[src/rtl/xirq_pkg.sv]
package xirq_pkg;
  typedef enum logic {MODE_NARROW = 1'b0, MODE_WIDE = 1'b1} width_mode_e;

  typedef enum logic [1:0] {TAKE_NONE = 2'd0, TAKE_EXT = 2'd1, TAKE_NMI = 2'd2} take_kind_e;
endpackage

[src/rtl/xirq_post_dec.sv]
module xirq_post_dec
  import xirq_pkg::*;
#(
  parameter int DW      = 64,
  parameter int NW      = 32,
  parameter int AW      = 32,
  parameter int ACC_LEN = 4,
  parameter bit WIDE_OK = 1'b1
) (
  input  logic          cfg_wide,
  input  logic          bus_wr_en,
  input  logic [2:0]    bus_wr_len,
  input  logic [AW-1:0] bus_wr_data,
  input  logic          timer_alarm,
  output logic [DW-1:0] set_vec
);
  localparam int IW = $clog2(DW);
  localparam logic [IW-1:0] WIDE_LIM   = IW'(DW - 1);
  localparam logic [IW-1:0] NARROW_LIM = IW'(NW - 1);

  width_mode_e   mode;
  logic [IW-1:0] lim;
  logic [IW-1:0] bus_idx;
  logic          bus_ok;

  always_comb begin
    mode    = (WIDE_OK && cfg_wide) ? MODE_WIDE : MODE_NARROW;
    lim     = (mode == MODE_WIDE) ? WIDE_LIM : NARROW_LIM;
    bus_ok  = bus_wr_en && (bus_wr_len == 3'(ACC_LEN));
    bus_idx = ~bus_wr_data[IW-1:0] & lim;
  end

  for (genvar i = 0; i < DW; i++) begin : g_bit
    always_comb begin
      set_vec[i] = (bus_ok && (bus_idx == IW'(i))) ||
                   (timer_alarm && (lim == IW'(i)));
    end
  end
endmodule

[src/rtl/xirq_pend_reg.sv]
module xirq_pend_reg #(
  parameter int DW = 64
) (
  input  logic          clk,
  input  logic          rst,
  input  logic [DW-1:0] set_vec,
  input  logic          clr_en,
  input  logic [DW-1:0] clr_mask,
  input  logic          mask_we,
  input  logic [DW-1:0] mask_data,
  output logic [DW-1:0] pend_q,
  output logic [DW-1:0] mask_q,
  output logic          req_q
);
  logic [DW-1:0] after_clr;
  logic [DW-1:0] pend_d;

  always_comb begin
    after_clr = clr_en ? (pend_q & ~clr_mask) : pend_q;
    pend_d    = after_clr | set_vec;
  end

  always_ff @(posedge clk) begin
    if (rst) begin
      pend_q <= '0;
      mask_q <= '0;
      req_q  <= 1'b0;
    end else begin
      pend_q <= pend_d;
      req_q  <= |pend_d;
      if (mask_we) mask_q <= mask_data;
    end
  end
endmodule

[src/rtl/xirq_take_arb.sv]
module xirq_take_arb
  import xirq_pkg::*;
#(
  parameter int DW = 64
) (
  input  logic          clk,
  input  logic          rst,
  input  logic          nmi_req,
  input  logic          take_en,
  input  logic          psw_i,
  input  logic          req,
  input  logic [DW-1:0] pend,
  input  logic [DW-1:0] mask,
  output logic          take_ext,
  output logic          take_nmi
);
  logic       nmi_pend;
  take_kind_e kind;

  always_comb begin
    kind = TAKE_NONE;
    if (take_en) begin
      if (nmi_pend)                          kind = TAKE_NMI;
      else if (req && psw_i && |(pend & mask)) kind = TAKE_EXT;
    end
  end

  always_ff @(posedge clk) begin
    if (rst) begin
      nmi_pend <= 1'b0;
      take_ext <= 1'b0;
      take_nmi <= 1'b0;
    end else begin
      nmi_pend <= nmi_req || (nmi_pend && (kind != TAKE_NMI));
      take_ext <= (kind == TAKE_EXT);
      take_nmi <= (kind == TAKE_NMI);
    end
  end
endmodule

[src/rtl/xirq_rd_port.sv]
module xirq_rd_port #(
  parameter int DW      = 64,
  parameter int ACC_LEN = 4
) (
  input  logic          clk,
  input  logic          rst,
  input  logic          rd_en,
  input  logic [2:0]    rd_len,
  input  logic [DW-1:0] pend,
  output logic          rd_valid,
  output logic [DW-1:0] rd_data
);
  logic rd_ok;

  assign rd_ok = rd_en && (rd_len == 3'(ACC_LEN));

  always_ff @(posedge clk) begin
    if (rst) begin
      rd_valid <= 1'b0;
      rd_data  <= '0;
    end else begin
      rd_valid <= rd_ok;
      if (rd_ok) rd_data <= pend;
    end
  end
endmodule

[src/rtl/xirq_ctrl.sv]
module xirq_ctrl #(
  parameter int DW      = 64,
  parameter int NW      = 32,
  parameter int AW      = 32,
  parameter int ACC_LEN = 4,
  parameter bit WIDE_OK = 1'b1
) (
  input  logic          clk,
  input  logic          rst,
  input  logic          cfg_wide,
  input  logic          bus_wr_en,
  input  logic [2:0]    bus_wr_len,
  input  logic [AW-1:0] bus_wr_data,
  input  logic          bus_rd_en,
  input  logic [2:0]    bus_rd_len,
  output logic          bus_rd_valid,
  output logic [DW-1:0] bus_rd_data,
  input  logic          timer_alarm,
  input  logic          cpu_clr_en,
  input  logic [DW-1:0] cpu_clr_mask,
  input  logic          cpu_mask_we,
  input  logic [DW-1:0] cpu_mask_data,
  output logic [DW-1:0] cpu_pend,
  output logic [DW-1:0] cpu_mask,
  input  logic          psw_i,
  input  logic          nmi_req,
  input  logic          take_en,
  output logic          hard_req,
  output logic          take_ext,
  output logic          take_nmi
);
  logic [DW-1:0] set_vec;

  xirq_post_dec #(.DW(DW), .NW(NW), .AW(AW), .ACC_LEN(ACC_LEN), .WIDE_OK(WIDE_OK)) u_dec (
    .cfg_wide    (cfg_wide),
    .bus_wr_en   (bus_wr_en),
    .bus_wr_len  (bus_wr_len),
    .bus_wr_data (bus_wr_data),
    .timer_alarm (timer_alarm),
    .set_vec     (set_vec)
  );

  xirq_pend_reg #(.DW(DW)) u_pend (
    .clk       (clk),
    .rst       (rst),
    .set_vec   (set_vec),
    .clr_en    (cpu_clr_en),
    .clr_mask  (cpu_clr_mask),
    .mask_we   (cpu_mask_we),
    .mask_data (cpu_mask_data),
    .pend_q    (cpu_pend),
    .mask_q    (cpu_mask),
    .req_q     (hard_req)
  );

  xirq_take_arb #(.DW(DW)) u_arb (
    .clk      (clk),
    .rst      (rst),
    .nmi_req  (nmi_req),
    .take_en  (take_en),
    .psw_i    (psw_i),
    .req      (hard_req),
    .pend     (cpu_pend),
    .mask     (cpu_mask),
    .take_ext (take_ext),
    .take_nmi (take_nmi)
  );

  xirq_rd_port #(.DW(DW), .ACC_LEN(ACC_LEN)) u_rd (
    .clk      (clk),
    .rst      (rst),
    .rd_en    (bus_rd_en),
    .rd_len   (bus_rd_len),
    .pend     (cpu_pend),
    .rd_valid (bus_rd_valid),
    .rd_data  (bus_rd_data)
  );
endmodule

[config.mk]
export PLATFORM = sky130hd
export DESIGN_NAME = xirq_ctrl
export DESIGN_NICKNAME = d
export VERILOG_FILES = /design/src/rtl/xirq_pkg.sv /design/src/rtl/xirq_post_dec.sv /design/src/rtl/xirq_pend_reg.sv /design/src/rtl/xirq_take_arb.sv /design/src/rtl/xirq_rd_port.sv /design/src/rtl/xirq_ctrl.sv
export SDC_FILE = /design/constraint.sdc
export NUM_CORES = 1
export LEC_CHECK = 0
export BUFFER_PORTS_ARGS = -buffer_cell sky130_fd_sc_hd__clkbuf_2
export CAP_MARGIN = 40
export CORE_ASPECT_RATIO = 0.8
export CORE_UTILIZATION = 40
export CTS_BUF_LIST = sky130_fd_sc_hd__clkbuf_4 sky130_fd_sc_hd__clkbuf_8
export DETAILED_ROUTE_END_ITERATION = 8
export GPL_TIMING_DRIVEN = 0
export HOLD_SLACK_MARGIN = 0.08
export PLACE_DENSITY = 0.71
export REMOVE_ABC_BUFFERS = 1
export SLEW_MARGIN = 10
export SYNTH_ARGS = -nofsm -noshare
export SYNTH_HDL_FRONTEND = slang
export SYNTH_SLANG_ARGS = --single-unit
[constraint.sdc]
create_clock -name clk -period 2.8 [get_ports clk]
set_input_delay 0.7 -clock clk [delete_from_list [all_inputs] [get_ports clk]]
set_output_delay 0.7 -clock clk [all_outputs]
set_load 0.02 [all_outputs]
-- Word level (Yosys, flattened, before mapping)
Cells that the tools add are included.
- output and inout bits: 196
- word-level logic and storage cells: 353
- register bits after elaboration: 197
- eq/ne operators: 131
- reduce and logical (&&, ||, !) cells: 202
- bitwise logic cells: 6
- muxes and demuxes: 6
- operator list (cell ; count):
    $eq A6 B6 Y1 const B ; 64
    $eq A6 B5 Y1 const B ; 32
    $logic_and A1 B1 Y1 ; 133
    $and A64 B64 Y64 ; 2
    $reduce_or A64 Y1 ; 2
    $eq A6 B4 Y1 const B ; 16
    $logic_or A1 B1 Y1 ; 65
    $mux W64 ; 1
    $not A64 Y64 ; 1
    $or A64 B64 Y64 ; 1
    $eq A6 B3 Y1 const B ; 8
    $eq A6 B2 Y1 const B ; 4
    $eq A6 B1 Y1 const B ; 2
    $logic_not A6 Y1 ; 2
    $and A6 B6 Y6 ; 1
    $eq A3 B3 Y1 const B ; 2
    $mux W6 ; 1
    $not A6 Y6 ; 1
    $mux W2 ; 2
    $eq A2 B1 Y1 const B ; 1
    $eq A2 B2 Y1 const B ; 1
    $mux W1 ; 2
    $ne A2 B2 Y1 const B ; 1

-- Logic depth before layout (Yosys ltp)
Gate-level depths: netlist (run 1).
- word-level depth: 9
- depth in mapped cells: 8
- mapped depth without buffers: 6

-- By module
A second synthesis (run 1) with hierarchy kept.
- cells, all modules: 938
- area total of the unflattened synthesis: 8858.5 µm²
- modules (own cells, without submodules) (module ; area an instance (µm²) ; times used ; cells each):
    xirq_pend_reg ; 4673.2 ; 1 ; 498
    xirq_rd_port ; 2934.1 ; 1 ; 280
    xirq_post_dec ; 820.8 ; 1 ; 111
    xirq_take_arb ; 430.4 ; 1 ; 49

-- Least setup slack after synthesis (run 1)
Ideal clock, no wire load.
- kind: input-to-reg
- from: input bus_wr_data[4]
- to: register u_pend.req_q
- path buffers: 1
- library setup time: 0.077 ns
- arrival time: 2.126 ns
- required time: 2.723 ns
- path slack: 0.597 ns
- stages: 7
- cells stage by stage: buf_6 > or4b_1 > a2111oi_2 > and4b_1 > nand4_1 > nor4_1 > a41oi_2
- word-level cells in the longest chain between the ends: 7
- RTL lines (item ; RTL line ; source):
    from (decl) ; xirq_ctrl.sv:13 ; input logic [AW-1:0] bus_wr_data,
    $not A6 Y6 * ; xirq_post_dec.sv:30 ; bus_idx = ~bus_wr_data[IW-1:0] & lim;
    $and A6 B6 Y6 * ; xirq_post_dec.sv:30 ;
    $eq A6 B1 Y1 (tied with other cells) ; xirq_post_dec.sv:35 ; set_vec[i] = (bus_ok && (bus_idx == IW'(i))) ||
    $logic_and A1 B1 Y1 ; xirq_post_dec.sv:35 ;
    $logic_or A1 B1 Y1 ; xirq_post_dec.sv:35 ;
    $or A64 B64 Y64 * ; xirq_pend_reg.sv:20 ; pend_d = after_clr | set_vec;
    $reduce_or A64 Y1 * ; xirq_pend_reg.sv:30 ; req_q <= |pend_d;
    to (signal assigned) ; xirq_pend_reg.sv:30 ;
    to (decl) ; xirq_pend_reg.sv:13 ; output logic req_q
Every way passes the cells marked *; elsewhere a longest branch is shown, timed or not.
A chain may end at the register's enable or synchronous reset.

-- Worst setup path after layout (run 1)
- from: input cpu_clr_en
- to: register u_pend.req_q
- word-level cells in the longest chain between the ends: 3
- RTL lines (item ; RTL line ; source):
    from (decl) ; xirq_ctrl.sv:19 ; input logic cpu_clr_en,
    $mux W64 ; xirq_pend_reg.sv:19 ; after_clr = clr_en ? (pend_q & ~clr_mask) : pend_q;
    $or A64 B64 Y64 ; xirq_pend_reg.sv:20 ;
    $reduce_or A64 Y1 ; xirq_pend_reg.sv:30 ;
No other way between the ends.

==> results of run 1 <==
[final timing paths]
| path | from | endpoint | slack, ps | depth (start not counted) |
|---|---|---|---|---|
| max | cpu_clr_en | u_pend.req_q | 80 | 7 |
| min | nmi_req | u_arb.nmi_pend | 420 | 3 |
| max reg2reg | u_pend.pend_q[10] | u_arb.take_ext | 540 | 5 |
| min reg2reg | u_arb.nmi_pend | u_arb.take_ext | 450 | 1 |
[where the power goes]
part           leakage, nW  internal [mW]  switching, mW
sequential            1.60           2.86         0.0489
combinational         2.84          0.211          0.330
clock                0.188          0.692           1.11
total                 4.63           3.77           1.49
[worst register-to-register path, delay by kind of cell (launching register included)]
family          cells  cell delay (ps)
compound gates      2              970
flops               1              370
simple gates        3              810
[cells by family after synthesis]
logic type             after synthesis  synth area share, %
AND/OR/NAND/NOR                    369                 19.9
buffers and inverters               67                 3.54
AO/OA/AOI/OAI                      212                 18.1
XOR/XNOR                             1                0.112
multiplexers                        64                 8.16
flip-flops                         197                 50.2
[metal layers]
layer | track usage (%) | vias up | part of all wire (%) | routed length [µm]
met2 | 44.8 | 357 | 46 | 13100
met1 | 36.6 | 3765 | 43 | 12400
met4 | 7.52 | 0 | 1.4 | 405
li1 | - | 3812 | - | -
met5 | 0 | - | 0 | 0
met3 | 8.04 | 26 | 9.4 | 2670
[state kept, by name, summed over array words and instances, names as in the netlist]
name and count:
u_arb.nmi_pend 1, u_arb.take_ext 1, u_arb.take_nmi 1, u_pend.mask_q 64
u_pend.pend_q 64, u_pend.req_q 1, u_rd.rd_data 64, u_rd.rd_valid 1
[cell usage in the layout (no fill, tap or decap), types with 5 or more instances in the layout]
cell | Yosys | layout
nand2_1 | 173 | 173
nor3_1 | 9 | 9
a22oi_1 | 38 | 38
mux2i_1 | 64 | 64
a21boi_1 | 7 | 7
a21boi_0 | 19 | 19
clkinv_4 | 0 | 5
a221oi_1 | 17 | 17
nand4_1 | 12 | 12
clkbuf_8 | 0 | 19
nor4_1 | 7 | 7
clkbuf_2 | 0 | 344
nor2_1 | 138 | 138
a21oi_1 | 95 | 95
dfxtp_1 | 197 | 197
a22o_1 | 20 | 20
[area by class of cell]
cell class	instances	area, µm²	share of cell area [%]
Sequential cell	197	3940	38.5
Inverter	4	15.0	0.146
Tap cell	258	323	3.15
Timing Repair Buffer	359	1910	18.7
Clock inverter	12	113	1.10
Clock buffer	20	263	2.56
Multi-Input combinational cell	646	3680	35.9
[what timing repair did]
| item | in CTS | in global routing |
|---|---|---|
| gates resized for setup | 3 | 0 |
| setup buffers | 0 | 0 |
| endpoints found under the setup margin | 1 | 0 |
[stage by stage]
| stage | TNS, ps | std cells | worst slack [ps] |
|---|---|---|---|
| 2_1_floorplan | 0 | 847 | 275 |
| 3_3_place_gp | -226140 | 1451 | -1370 |
| 3_5_place_dp | -697 | 1464 | -697 |
| 4_1_cts | 0 | 1496 | 111 |
| 5_1_grt | 0 | 1496 | 21.2 |
| 6_report | 0 | 1496 | 75.6 |
==> impl_metrics.json, run 1 <==
{
  "initial_core_util_pct": 41.1,
  "hold_slack_ps": 422,
  "cts-buffers-inserted": 17,
  "power.leakage_nw": 4.63,
  "worstPathArrival_ps": 3040,
  "placed_area_um2": 9870,
  "grt-ovfl-total": 0,
  "cts_tree": "done",
  "hold_class": "input port to register",
  "clock_skew_ps": 22.6,
  "drt-pass1-iter-count": 5,
  "synth_edf_count": 0,
  "area_growth_pct": 30.5,
  "yosys.area.top_type": "dfxtp_1",
  "final.fill_count": 1799,
  "fin_util_pct": 53.7,
  "grt_max_degree": 111,
  "die_area_um2": 20200,
  "wl_mm": 28.6,
  "ys_seq_area_share_pct": 50.2,
  "ys.flop_type": "dfxtp_1",
  "cpMostUsedCell": "nor4_1",
  "synth_area_um2": 7850,
  "grt_pass1_wl_mm": 41.8,
  "holdBufCountCts": 0,
  "synth_most_common_cell": "dfxtp_1",
  "clkLatencyLatePin_ps": 480,
  "ir_worst_vdd_uv": 234,
  "critPathRequiredTime_ps": 3120,
  "crit_path_start_kind": "input port",
  "antenna_found_initial": 0,
  "finalCritPeriodShare_pct": 97.3,
  "final_nets": 1402,
  "wl_per_cell_um": 19.1,
  "tightest_slew_ps": 920,
  "cpMaxStageDelayCell": "nor4_1",
  "post-dp-hpwl_mm": 21.5,
  "port_buffers": 346,
  "setup_viol": 0,
  "status": "completed",
  "vias": 7960,
  "drive_gt1_share_pct": 32.6,
  "drcViolationCount": 0,
  "antenna_cells": 0,
  "synth_top_area_share_pct": 50.2,
  "ys_types": 48,
  "rsz0062_at_grt": "no",
  "power_density_nw_per_um2": 513,
  "viasPerCell": 5.32,
  "max_freq_mhz": 367,
  "worst-path-buf-inv": 2,
  "syn_inst": 910,
  "fin_crit_ps": 2720,
  "io_pins": 373,
  "syn_area_per_cell_um2": 8.63,
  "crit_family": "simple AND/OR/NAND/NOR gates",
  "path_cells": "clkbuf_2 > buf_12 > a21boi_0 > nor4_1 > nand4_1 > nor4_1 > a41oi_2",
  "critical_path_class": "input port to register",
  "numClockSinks": 197,
  "fin_area_um2": 10200,
  "ctsRootBufferMaster": "clkbuf_8",
  "synth_commonest_cells": "dfxtp_1, nand2_1, nor2_1, a21oi_1, mux2i_1",
  "critPathCaptureType": "register",
  "hold_violations": 0,
  "std_cell_rows": 45,
  "cts.clk_slew.worst_paths_ps": 110,
  "grt_pass1_vias": 7078,
  "initialDrtViolationCount": 673,
  "postRouteAntennaNets": 0,
  "worst_path_largest_cell_delay_ps": 450,
  "maxCapViolCount": 0,
  "h-tree-depth": 4,
  "drv_slew": 0,
  "gp_congestion": 0.840,
  "ys_top_cells_by_area": "dfxtp_1, nand2_1, mux2i_1, nor2_1, a21oi_1",
  "yosys_warnings": 0,
  "core_um2": 19100,
  "postSynth.asyncResetShare_pct": 0,
  "die_w_um": 159,
  "slew_headroom_pct": 38.7,
  "grt_use_total_pct": 27.9,
  "clk_path_buf_depth": 2,
  "cp_max_fo": 38,
  "die_h_um": 127,
  "report.power.total_mw": 5.26,
  "ys_ff_latch": 197
}
Power figures use the tool's default switching activity.
==> inputs of run 2 (changes only) <==
--- a/config.mk
+++ b/config.mk
@@ -13,7 +13,9 @@
 export DETAILED_ROUTE_END_ITERATION = 8
 export GPL_TIMING_DRIVEN = 0
 export HOLD_SLACK_MARGIN = 0.08
+export MAX_ROUTING_LAYER = met4
 export PLACE_DENSITY = 0.71
+export RECOVER_POWER = 100
 export REMOVE_ABC_BUFFERS = 1
 export SLEW_MARGIN = 10
 export SYNTH_ARGS = -nofsm -noshare
==> impl_metrics.json, run 2 (synthesized netlist as in run 1, its figures left out) <==
{
  "final.fill_count": 1916,
  "dp_slack_ps": -697,
  "clkLatencyLatePin_ps": 480,
  "power_switching_mw": 1.49,
  "fin_crit_ps": 2790,
  "pwr-share-seq_pct": 55.6,
  "power.leakage_nw": 3.93,
  "hold_slack_ps": 416,
  "layout.cells.non_filler": 1496,
  "std_cell_rows": 45,
  "crit_path_start_kind": "input port",
  "p_clk_share_pct": 34.5,
  "ir_worst_vdd_uv": 231,
  "reg2reg_slack_ps": 560,
  "cts_tree": "done",
  "status": "finished with violations",
  "grt_max_degree": 111,
  "initialDrtViolationCount": 703,
  "drv_slew": 0,
  "die_area_um2": 20200,
  "critical_path_class": "input port to register",
  "top_regs": "u_pend.mask_q (64), u_pend.pend_q (64), u_rd.rd_data (64)",
  "hold_end": "u_arb.nmi_pend",
  "violations": "capacitance limit",
  "grt-ovfl-total": 0,
  "tightest_slew_ps": 1490,
  "power_frac_comb_pct": 9.9,
  "port_buffers": 346,
  "placed_area_um2": 9870,
  "slew_headroom_pct": 0.629,
  "finalCritPeriodShare_pct": 99.8,
  "numPlacedInstances": 1464,
  "io_pins": 373,
  "setup_viol": 0,
  "antenna_cells": 0,
  "swShare_pct": 28.5,
  "drt-pass1-iter-count": 6,
  "maxCapViolCount": 1,
  "post-dp-hpwl_mm": 21.5,
  "grt_pass1_wl_mm": 41.8,
  "cts-buffers-inserted": 17,
  "whs_path_depth": 3,
  "antenna_found_initial": 0,
  "final_cell_mix": "clkbuf_1, dfxtp_1, nand2_1, clkbuf_2, nor2_1",
  "report.power.total_mw": 5.24,
  "fin_area_um2": 9940,
  "fin_tns_setup_ps": 0,
  "min_from": "nmi_req",
  "drive_gt1_share_pct": 16.2,
  "viasPerCell": 5.30,
  "p_int_mw": 3.74,
  "initial_core_util_pct": 41.1,
  "drcViolationCount": 0,
  "hold_violations": 0,
  "rsz0062_at_grt": "no",
  "clock_skew_ps": 18.6,
  "max_freq_mhz": 358,
  "wl_mm": 28.8,
  "r2r_end": "u_arb.take_ext",
  "grt_pass1_vias": 7085,
  "core_um2": 19100,
  "postRouteAntennaNets": 0,
  "cts_setup_buffers": 0,
  "reg2reg_depth": 5,
  "die_h_um": 127,
  "critPathRequiredTime_ps": 3100,
  "holdBufCountCts": 0,
  "h-tree-depth": 4,
  "rr_startpoint": "u_pend.pend_q[10]",
  "die_w_um": 159,
  "layout_commonest_cell": "clkbuf_1",
  "cts.clk_slew.worst_paths_ps": 110,
  "ctsRootBufferMaster": "clkbuf_8",
  "fin_util_pct": 52.1,
  "area_growth_pct": 26.5,
  "grt_use_total_pct": 28.9,
  "numClockSinks": 197,
  "gp_congestion": 0.853,
  "power_density_nw_per_um2": 527,
  "worstPathArrival_ps": 3090,
  "critPathCaptureType": "register",
  "final_nets": 1402,
  "setup_slack_ps": 6.86,
  "cp_max_fo": 38,
  "hold_class": "input port to register",
  "vias": 7933,
  "clk_path_buf_depth": 2,
  "wl_per_cell_um": 19.2
}
run 2: cell count changes in the layout (fill, tap and decap cells not counted), sizes merged:
cell    delta
clkbuf     +4
buf        -4
run 2: how the worst max path moves through the flow:
stage / from / endpoint / slack, ps
3_5_place_dp: cpu_clr_en / u_pend.req_q / -700
3_3_place_gp: rst / u_pend.req_q / -1370
2_1_floorplan: bus_wr_len[0] / u_pend.req_q / 280
4_1_cts: cpu_clr_en / u_pend.req_q / 110
5_1_grt: cpu_clr_en / u_pend.req_q / 30
6_report: cpu_clr_en / u_pend.req_q / 7
run 2: worst max-delay path: stages:
cell	delay [ps]
clkbuf_2	450
buf_12	270
nand2_1	100
a2111oi_1	650
nand4_1	260
nor4_1	350
a41oi_1	280
run 2: layout make-up:
type	instances	area (µm²)	share of cell area (%)
Inverter	4	15.0	0.151
Timing Repair Buffer	359	1620	16.3
Sequential cell	197	3940	39.7
Tap cell	258	323	3.25
Clock buffer	20	263	2.64
Clock inverter	12	113	1.13
Multi-Input combinational cell	646	3660	36.9
run 2: power groups by stage:
stage | registers (mW) | logic, mW | clock network, mW
after global placement | 2.97 | 0.521 | 0
after CTS | 2.91 | 0.542 | 1.84
after floorplan | 3.04 | 0.148 | 0
final | 2.91 | 0.519 | 1.81
after global routing | 2.92 | 0.569 | 1.96
after detailed placement | 2.97 | 0.540 | 0
run 2: repair_timing:
action / 4_1_cts / 5_1_grt
endpoints found under the hold margin: 0 / 0
endpoints found under the setup margin: 1 / 0
gates resized for setup: 3 / 0
run 2: metal layers:
metal	wire length, µm	vias up	track usage (%)	share of wire, %
li1	-	3818	-	-
met2	13200	345	44.7	46
met3	2550	25	7.67	8.9
met1	12600	3745	37.1	44
met4	422	0	7.52	1.5
met5	0	-	-	0
==> inputs of run 3 (changes only) <==
--- a/config.mk
+++ b/config.mk
@@ -8,6 +8,7 @@
 export BUFFER_PORTS_ARGS = -buffer_cell sky130_fd_sc_hd__clkbuf_2
 export CAP_MARGIN = 40
 export CORE_ASPECT_RATIO = 0.8
+export CORE_MARGIN = 3
 export CORE_UTILIZATION = 40
 export CTS_BUF_LIST = sky130_fd_sc_hd__clkbuf_4 sky130_fd_sc_hd__clkbuf_8
 export DETAILED_ROUTE_END_ITERATION = 8
==> constraint.sdc (replaced) <==
create_clock -name clk -period 2.73 [get_ports clk]
set_input_delay 0.6825 -clock clk [delete_from_list [all_inputs] [get_ports clk]]
set_output_delay 0.6825 -clock clk [all_outputs]
set_load 0.02 [all_outputs]
==> impl_metrics.json, run 3 (synthesized netlist as in run 1, its figures left out) <==
{
  "layout.cells.non_filler": 1499,
  "grt_max_degree": 103,
  "drt-pass1-iter-count": 5,
  "gp_congestion": 0.886,
  "rsz0062_at_grt": "no",
  "multi_input_area_um2": 3660,
  "port_buffers": 346,
  "numClockSinks": 197,
  "io_pins": 373,
  "cpMaxStageDelayCell": "nand4bb_1",
  "final.fill_count": 1978,
  "drcViolationCount": 0,
  "worst-path-buf-inv": 2,
  "std_cell_rows": 45,
  "fin_util_pct": 52.4,
  "setup_slack_ps": 38.7,
  "fin_area_um2": 10000,
  "viasPerCell": 5.29,
  "tightest_slew_ps": 1870,
  "critPathRequiredTime_ps": 3110,
  "critical_path_class": "input port to register",
  "maxCapViolCount": 1,
  "post-dp-hpwl_mm": 22.2,
  "final_cell_mix": "clkbuf_1, dfxtp_1, nand2_1, clkbuf_2, nor2_1",
  "initialDrtViolationCount": 730,
  "whs_path_depth": 3,
  "cts_tree": "done",
  "critPathCaptureType": "register",
  "reg2reg_depth": 6,
  "holdBufCountCts": 0,
  "path_cells": "clkbuf_2 > nand4bb_1 > nor3_1 > clkbuf_1 > a22oi_1 > nand4_1 > nor4_1 > a41oi_2",
  "die_area_um2": 21400,
  "final_nets": 1405,
  "violations": "capacitance limit, slew limit",
  "die_h_um": 131,
  "hold_slack_ps": 406,
  "drive_gt1_share_pct": 16.6,
  "fin_tns_setup_ps": 0,
  "placed_area_um2": 9870,
  "setup_viol": 0,
  "status": "finished with violations",
  "hold_violations": 0,
  "vias": 7927,
  "finalCritPeriodShare_pct": 98.6,
  "cts-buffers-inserted": 17,
  "core_um2": 19100,
  "layout_commonest_cell": "clkbuf_1",
  "top_regs": "u_pend.mask_q (64), u_pend.pend_q (64), u_rd.rd_data (64)",
  "antenna_found_initial": 0,
  "cts.clk_slew.worst_paths_ps": 110,
  "die_w_um": 163,
  "clkLatencyLatePin_ps": 480,
  "grt_pass1_wl_mm": 44.0,
  "drv_slew": 96,
  "hold_end": "u_arb.nmi_pend",
  "h-tree-depth": 4,
  "initial_core_util_pct": 41.0,
  "cp-startpoint": "bus_wr_len[0]",
  "regArea_um2": 3940,
  "min_from": "nmi_req",
  "report.power.total_mw": 5.48,
  "numPlacedInstances": 1463,
  "hold_class": "input port to register",
  "r2r_end": "u_pend.req_q",
  "fin_crit_ps": 2690,
  "postRouteAntennaNets": 0,
  "antenna_cells": 0,
  "worst_path_largest_cell_delay_ps": 650,
  "dp_slack_ps": -671,
  "ir_worst_vdd_uv": 304,
  "max_freq_mhz": 372,
  "wl_per_cell_um": 19.7,
  "area_growth_pct": 27.7,
  "reg2reg_slack_ps": 480,
  "wl_mm": 29.5,
  "cp_max_fo": 9,
  "grt-ovfl-total": 0,
  "crit_family": "simple AND/OR/NAND/NOR gates",
  "ctsRootBufferMaster": "clkbuf_8",
  "worstPathArrival_ps": 3070,
  "power.leakage_nw": 3.98,
  "grt_pass1_vias": 7469,
  "crit_path_start_kind": "input port",
  "clk_path_buf_depth": 2,
  "rr_startpoint": "u_pend.pend_q[5]",
  "slew_headroom_pct": -24.7,
  "clock_skew_ps": 20.1,
  "power_density_nw_per_um2": 547,
  "grt_use_total_pct": 27.4
}
run 3: cell types whose count changed in the layout (fill, tap and decap cells not counted), sizes merged:
cell      delta
buf          +6
bufinv       +1
inv          +3
clkbuf       -5
clkinvlp     -2
run 3: metal layers:
layer / up-vias / wire (µm) / GRT usage [%]
li1: 3813 / - / -
met1: 3743 / 12700 / 35.8
met2: 348 / 13500 / 42.4
met3: 23 / 2830 / 8.29
met4: 0 / 376 / 5.35
met5: - / 0 / -
run 3: layout make-up:
class,count,area share (%)
Sequential cell,197,39.3
Multi-Input combinational cell,646,36.5
Timing Repair Buffer,362,16.8
Tap cell,258,3.22
Clock buffer,18,2.41
Clock inverter,14,1.60
Inverter,4,0.150
run 3: repair_timing:
item	4_1_cts	5_1_grt
hold endpoints to repair	0	0
buffers inserted	4	0
resized for setup	2	0
endpoints found under the setup margin	1	0
run 3: worst max-delay path by stage:
stage	endpoint	slack, ps	depth (start not counted)
after global placement	u_arb.take_ext	-1470	3
after global routing	u_pend.req_q	10	8
final	u_pend.req_q	40	8
after floorplan	u_pend.req_q	220	6
after detailed placement	u_pend.req_q	-670	7
after CTS	u_pend.req_q	150	8
run 3: tightest hold or removal path, cell delays in order:
cell and delay (ps):
clkbuf_2 80, a21oi_1 30, nor2_1 70
run 3: power breakdown:
part	switching, mW	internal (mW)	leakage, nW	total (mW)
sequential	0.0532	2.94	1.60	2.99
combinational	0.339	0.202	2.17	0.541
clock	1.17	0.780	0.206	1.95
total	1.57	3.92	3.98	5.48
